==> src/rtl/seg_splitter.sv <==
module seg_splitter #(
  parameter int AW         = 32,
  parameter int LEN_W      = 16,
  parameter int SEG_W      = 13,
  parameter int ALIGN_BITS = 2,
  parameter int TOT_W      = 24
) (
  input  logic             clk,
  input  logic             rst_n,
  input  logic             in_valid,
  output logic             in_ready,
  input  logic [AW-1:0]    in_addr,
  input  logic [LEN_W-1:0] in_len,
  input  logic             in_last,
  input  logic             in_empty,
  output logic             out_valid,
  input  logic             out_ready,
  output logic [AW-1:0]    out_addr,
  output logic [SEG_W-1:0] out_len,
  output logic             out_last,
  output logic             done,
  output logic [TOT_W-1:0] total,
  output logic             err
);
  localparam int DW = LEN_W + 1;
  localparam int CW = $clog2(DW + 1);
  localparam logic [LEN_W-1:0] MAXL   = LEN_W'((1 << SEG_W) - 1);
  localparam logic [LEN_W-1:0] ALMASK = LEN_W'((1 << ALIGN_BITS) - 1);
  localparam logic [DW-1:0]    AMAXD  = DW'(((1 << SEG_W) - 1) & ~((1 << ALIGN_BITS) - 1));

  typedef enum logic [1:0] {S_IDLE, S_DIV, S_EMIT} st_t;
  st_t st;

  logic [AW-1:0]    addr_q;
  logic [LEN_W-1:0] rem_q, piece_q;
  logic             fin_q, last_q, phase_q;
  logic [CW-1:0]    cnt_q;
  logic [DW-1:0]    num_q, den_q;
  logic [DW:0]      part_q;
  logic [TOT_W-1:0] acc_q, total_q;
  logic             done_q, err_q;

  logic             take, fire, misal, ge;
  logic [DW:0]      shifted;
  logic [DW-1:0]    quot;
  logic [LEN_W-1:0] rem_after;

  assign in_ready  = (st == S_IDLE);
  assign out_valid = (st == S_EMIT);
  assign out_addr  = addr_q;
  assign out_len   = piece_q[SEG_W-1:0];
  assign out_last  = last_q & fin_q;
  assign done      = done_q;
  assign total     = total_q;
  assign err       = err_q;

  assign take      = in_valid & in_ready;
  assign fire      = out_valid & out_ready;
  assign misal     = |in_addr[ALIGN_BITS-1:0];
  assign shifted   = {part_q[DW-1:0], num_q[DW-1]};
  assign ge        = shifted >= {1'b0, den_q};
  assign quot      = {num_q[DW-2:0], ge};
  assign rem_after = rem_q - piece_q;

  always_ff @(posedge clk) begin
    if (!rst_n) begin
      st      <= S_IDLE;
      addr_q  <= '0;
      rem_q   <= '0;
      piece_q <= '0;
      fin_q   <= 1'b0;
      last_q  <= 1'b0;
      phase_q <= 1'b0;
      cnt_q   <= '0;
      num_q   <= '0;
      den_q   <= '0;
      part_q  <= '0;
      acc_q   <= '0;
      total_q <= '0;
      done_q  <= 1'b0;
      err_q   <= 1'b0;
    end else begin
      done_q <= 1'b0;
      err_q  <= 1'b0;
      case (st)
        S_IDLE: if (take) begin
          if (in_empty || misal) begin
            err_q <= 1'b1;
            if (in_empty || in_last) acc_q <= '0;
          end else begin
            addr_q <= in_addr;
            rem_q  <= in_len;
            last_q <= in_last;
            if (in_len <= MAXL) begin
              piece_q <= in_len;
              fin_q   <= 1'b1;
              st      <= S_EMIT;
            end else begin
              num_q   <= {1'b0, in_len} + AMAXD - DW'(1);
              den_q   <= AMAXD;
              part_q  <= '0;
              cnt_q   <= '0;
              phase_q <= 1'b0;
              fin_q   <= 1'b0;
              st      <= S_DIV;
            end
          end
        end
        S_DIV: begin
          if (cnt_q == CW'(DW - 1)) begin
            part_q <= '0;
            cnt_q  <= '0;
            if (!phase_q) begin
              num_q   <= {1'b0, rem_q};
              den_q   <= quot;
              phase_q <= 1'b1;
            end else begin
              piece_q <= quot[LEN_W-1:0] & ~ALMASK;
              st      <= S_EMIT;
            end
          end else begin
            part_q <= ge ? shifted - {1'b0, den_q} : shifted;
            num_q  <= quot;
            cnt_q  <= cnt_q + CW'(1);
          end
        end
        S_EMIT: if (fire) begin
          addr_q <= addr_q + AW'(piece_q);
          rem_q  <= rem_after;
          if (out_last) begin
            total_q <= acc_q + TOT_W'(piece_q);
            acc_q   <= '0;
            done_q  <= 1'b1;
          end else begin
            acc_q <= acc_q + TOT_W'(piece_q);
          end
          if (fin_q) begin
            st <= S_IDLE;
          end else if (rem_after <= MAXL) begin
            piece_q <= rem_after;
            fin_q   <= 1'b1;
          end else begin
            num_q   <= {1'b0, rem_after} + AMAXD - DW'(1);
            den_q   <= AMAXD;
            part_q  <= '0;
            cnt_q   <= '0;
            phase_q <= 1'b0;
            st      <= S_DIV;
          end
        end
        default: st <= S_IDLE;
      endcase
    end
  end
endmodule

==> config.mk <==
export PLATFORM = sky130hd
export DESIGN_NAME = seg_splitter
export DESIGN_NICKNAME = d
export VERILOG_FILES = /design/src/rtl/seg_splitter.sv
export SDC_FILE = /design/constraint.sdc
export NUM_CORES = 1
export LEC_CHECK = 0
export CORE_MARGIN = 2
export CORE_UTILIZATION = 55
export CTS_CLUSTER_SIZE = 30
export DETAILED_ROUTE_END_ITERATION = 8
export DONT_BUFFER_PORTS = 1
export PLACE_DENSITY_LB_ADDON = 0.08
export SLEW_MARGIN = 10
export SYNTH_ARGS = -nofsm -noshare
export SYNTH_HDL_FRONTEND = slang
export SYNTH_SLANG_ARGS = --single-unit
==> constraint.sdc <==
create_clock -name clk -period 3.7 [get_ports clk]
set_input_delay 0.37 -clock clk [delete_from_list [all_inputs] [get_ports clk]]
set_output_delay 0.37 -clock clk [all_outputs]
set_load 0.02 [all_outputs]
==> results <==
- The number of nets in the layout is about 1600.
- The largest fanout of any net on the critical path is 5.
- The detailed-route wire length per cell is roughly 19 µm.
- The count of state elements after synthesis is 175.
- In the final routing, the length of wire on met1 measures approximately 15000 µm.
- The worst hold-check path type is input port to register.
- By area the synthesized netlist is led by sky130_fd_sc_hd__dfxtp_1 (29%), sky130_fd_sc_hd__ha_1 (7.8%), sky130_fd_sc_hd__a21oi_1 (6.4%).
- The average cell area after synthesis is 7.768 µm².
- On the final layout, the worst clock skew is between 0.015 and 0.02 ns.
- The run finished with clean final reports.
- Wires add up to 34990 µm.
- The clock edge transition at the registers on the reported setup and hold paths is 0.08 ns.
- The layout-stage area growth over the synthesis result is 9.169%.
- Pin placement for this block handled ~130 I/O pins.
- The final estimated routing congestion in global placement is roughly 0.93.
- The top cell type's share of synthesized area is between 20% and 30%.
- The setup total negative slack is 0 ns.
- The total number of clock tree sinks is approximately 180.
- At the worst endpoint, the arrival time is about 3.9 ns.
- The count of flip-flops with a built-in enable after synthesis is 0.
- The number of global-route vias before repair was around 10000.
- Once layout is complete, the cells apart from fillers number about 1800.
- The first-pass iteration count of the detailed router is 5.
- The area of the mapped netlist is 11890 µm².
- The HPWL after detailed placement is roughly 25000 µm.
- The final antenna-violating net count is 0.
- The floorplan die area is approximately 23000 µm².
- The kind of critical path is register to register.
- The hold violation count in the final report is 0.
- The number of antenna repair diodes is 0.
- The worst setup path is captured at a register.
- The library cells used most frequently in the layout, excluding fill and tap cells, are sky130_fd_sc_hd__dfxtp_1 (174), sky130_fd_sc_hd__nor2_1 (158), sky130_fd_sc_hd__a21oi_1 (152), sky130_fd_sc_hd__nand2_1 (140).
- The required time at the worst-slack endpoint is about 4.1 ns.
- Summed over all instances, the cell type with the most area after synthesis is sky130_fd_sc_hd__dfxtp_1.
- The time the final worst path needs with I/O delays and setup is about 3.6 ns.
- The H-tree was split into 4 levels.
- The depth of the worst register-to-register path is 12.
- Wire segments on met3 add up to 2986 µm in the final route.
- In this run the static leakage power is 4.917 nW.
- Signal routing reaches up to met4.
- The routed design uses ~16000 µm of met2 wire.
- Global routing used 30.97% of the available tracks across all layers.
- Entering global routing, the biggest net connects between 60 and 70 pins.
- The total power divided by cell area is around 860 nW/µm².
- During synthesis, Yosys emitted a total of 0 warnings.
- The final critical path takes up a little under 100% of the cycle.
- The tree is rooted in a sky130_fd_sc_hd__clkbuf_16.
- The number of instances on the worst hold path is 1.
- In this run the vertical extent of the chip is roughly 150 µm.
- The first global-routing pass estimated approximately 56000 µm of wire.
- The cell count after synthesis came out at ~1500.
- The number of antenna violations at the first check in global routing is 0.
- The floorplan step set the die width to between 150 and 200 µm.
- The number of cells in the design after placement is 1763.
- The clock latency at the later pin of the worst-skew pair is ~0.44 ns.
- The fraction of registers with async set/reset is 0%.
- In this run the core area contains between 50 and 60 standard-cell rows.
- For the pin with the worst max-slew slack, the measured transition is around 1 ns.
- Final hold analysis gives a worst-case slack of 0.05800 ns.
- The share of final-layout standard cells stronger than drive strength 1 is approximately a tenth.
- The peak clock frequency supported by timing is about 280 MHz.
- The first routing iteration left roughly 780 violations.
- The number of setup violations in the final report is 0.
- The worst slack at placement is 0.01004 ns.
- The effective utilization at floorplan is approximately 56%.
- The commonest non-fill, non-tap cell in the layout is sky130_fd_sc_hd__dfxtp_1.
- Port buffering added 0 buffers.
- The total of hold buffers inserted after clock tree synthesis is 0.
- After detailed routing, the number of remaining DRC violations is 0.
- The category of the worst setup path launch point is a register.
- The smallest setup slack after layout is about 0.12 ns.
- The dominant synthesized flop cell is sky130_fd_sc_hd__dfxtp_1.
- The per-cell via count in the routed design is 6.253.
- Max-cap violations in this run came to 0.
- The floorplan core area is 21090 µm².
- TritonCTS built the clock tree.
- The total vias in the final route is approximately 11000.
- Across the VDD grid, the largest voltage drop is around 420 µV.
- The max-slew headroom at the worst pin is a little under a third.
- The max-slew violation count is 0.
- The count of different cell masters after synthesis is 84.
- When the netlist entered floorplanning its net count stood at 1662.
- The number of buffers on the longest clock path is 2.
- The total CTS buffers is 17.
- The total overflow left after global routing is 0.
- After synthesis, flip-flops and latches occupy just under 30% of the total area.
- Setup repair after global routing could not meet its margin everywhere.
-- kinds of logic after synthesis --
group	Yosys count	synth area share, %
muxes	37	3.158
buffers and inverters	197	6.927
xor gates and xnor gates	75	5.590
DFF	175	29.48
and+or+nand+nor	480	18.95
adders and majority gates	78	8.464
AOI/OAI and AO/OA	488	27.43
-- power breakdown --
part | total (mW) | internal (mW) | switching, mW
Combinational | 6.61 | 2.75 | 3.87
Clock | 1.85 | 0.963 | 0.887
Sequential | 2.69 | 2.21 | 0.480
Total | 11.2 | 5.92 | 5.23
-- metal layers --
layer	GRT usage [%]	vias to the layer above
li1	-	5481
met3	8.614	58
met5	0	-
met1	39.85	5310
met4	9.206	0
met2	50.75	400
-- critical path: stages (launching register included) --
cell and delay (ns):
sky130_fd_sc_hd__dfxtp_1 0.40, sky130_fd_sc_hd__ha_1 0.26, sky130_fd_sc_hd__nor2b_4 0.13, sky130_fd_sc_hd__o2111a_1 0.25, sky130_fd_sc_hd__or3_1 0.44, sky130_fd_sc_hd__a31oi_4 0.25
sky130_fd_sc_hd__mux2i_2 0.33, sky130_fd_sc_hd__xor2_2 0.18, sky130_fd_sc_hd__o41ai_4 0.26, sky130_fd_sc_hd__buf_4 0.20, sky130_fd_sc_hd__nand4b_2 0.21, sky130_fd_sc_hd__or3_1 0.46
sky130_fd_sc_hd__a21oi_1 0.12
-- layout make-up --
class	count	area, µm²
fillers	1938	8113
multi-input cells	1160	7671
flip-flops and latches	175	3505
repair buffers	65	513.0
clock buffers	17	425.4
inverters	92	346.6
well taps	275	344.1
clock inverters	15	170.2
-- repair_timing --
item,4_1_cts,5_1_grt
pin swaps,0,2
setup buffers,0,2
gates cloned,1,1
setup endpoints to repair,1,25
gates resized for setup,0,8
-- cell usage after synthesis (all sizes together) (13+ instances only) --
master / number
inv: 90
or3: 14
xor2: 22
a22oi: 17
nand3: 23
buf: 29
nor2b: 21
ha: 74
nand2b: 13
nand2: 140
a21oi: 153
nor2: 160
o21ai: 93
nor3: 36
mux2i: 33
xnor2: 53
a311oi: 19
a211oi: 26
nand4: 23
o211ai: 17
o2bb2ai: 17
dfxtp: 175
a31oi: 15
o31ai: 14
a21o: 17
clkbuf: 76
-- sequential cells by signal, indices dropped and copies added, names as in the netlist --
name / flops
out_addr: 32
cnt_q: 5
last_q: 1
err: 1
st: 2
piece_q: 16
done: 1
den_q: 17
rem_q: 16
num_q: 17
phase_q: 1
acc_q: 24
part_q: 17
fin_q: 1
total: 24
-- worst paths after layout --
path	slack, ns	end	startpoint
worst min register to register	0.46	num_q[1]$_SDFFE_PN0P_	num_q[1]$_SDFFE_PN0P_
worst max-delay path	0.12	piece_q[9]$_SDFFE_PN0P_	rem_q[1]$_SDFFE_PN0P_
worst min-delay path	0.06	acc_q[21]$_SDFFE_PN0P_	rst_n
worst max register to register	0.12	piece_q[9]$_SDFFE_PN0P_	rem_q[1]$_SDFFE_PN0P_
-- stage by stage --
| step | utilization, % | cell area [µm²] | power [mW] |
|---|---|---|---|
| after floorplan | - | 11900 | 7.369 |
| after global placement | 58.35 | 12300 | 9.041 |
| after detailed placement | 58.35 | 12300 | 9.101 |
| after CTS | 61.24 | 12910 | 11.00 |
| after global routing | 61.53 | 12970 | 11.90 |
| final | 61.53 | 12970 | 11.15 |
(Power assumes the default switching activity.)
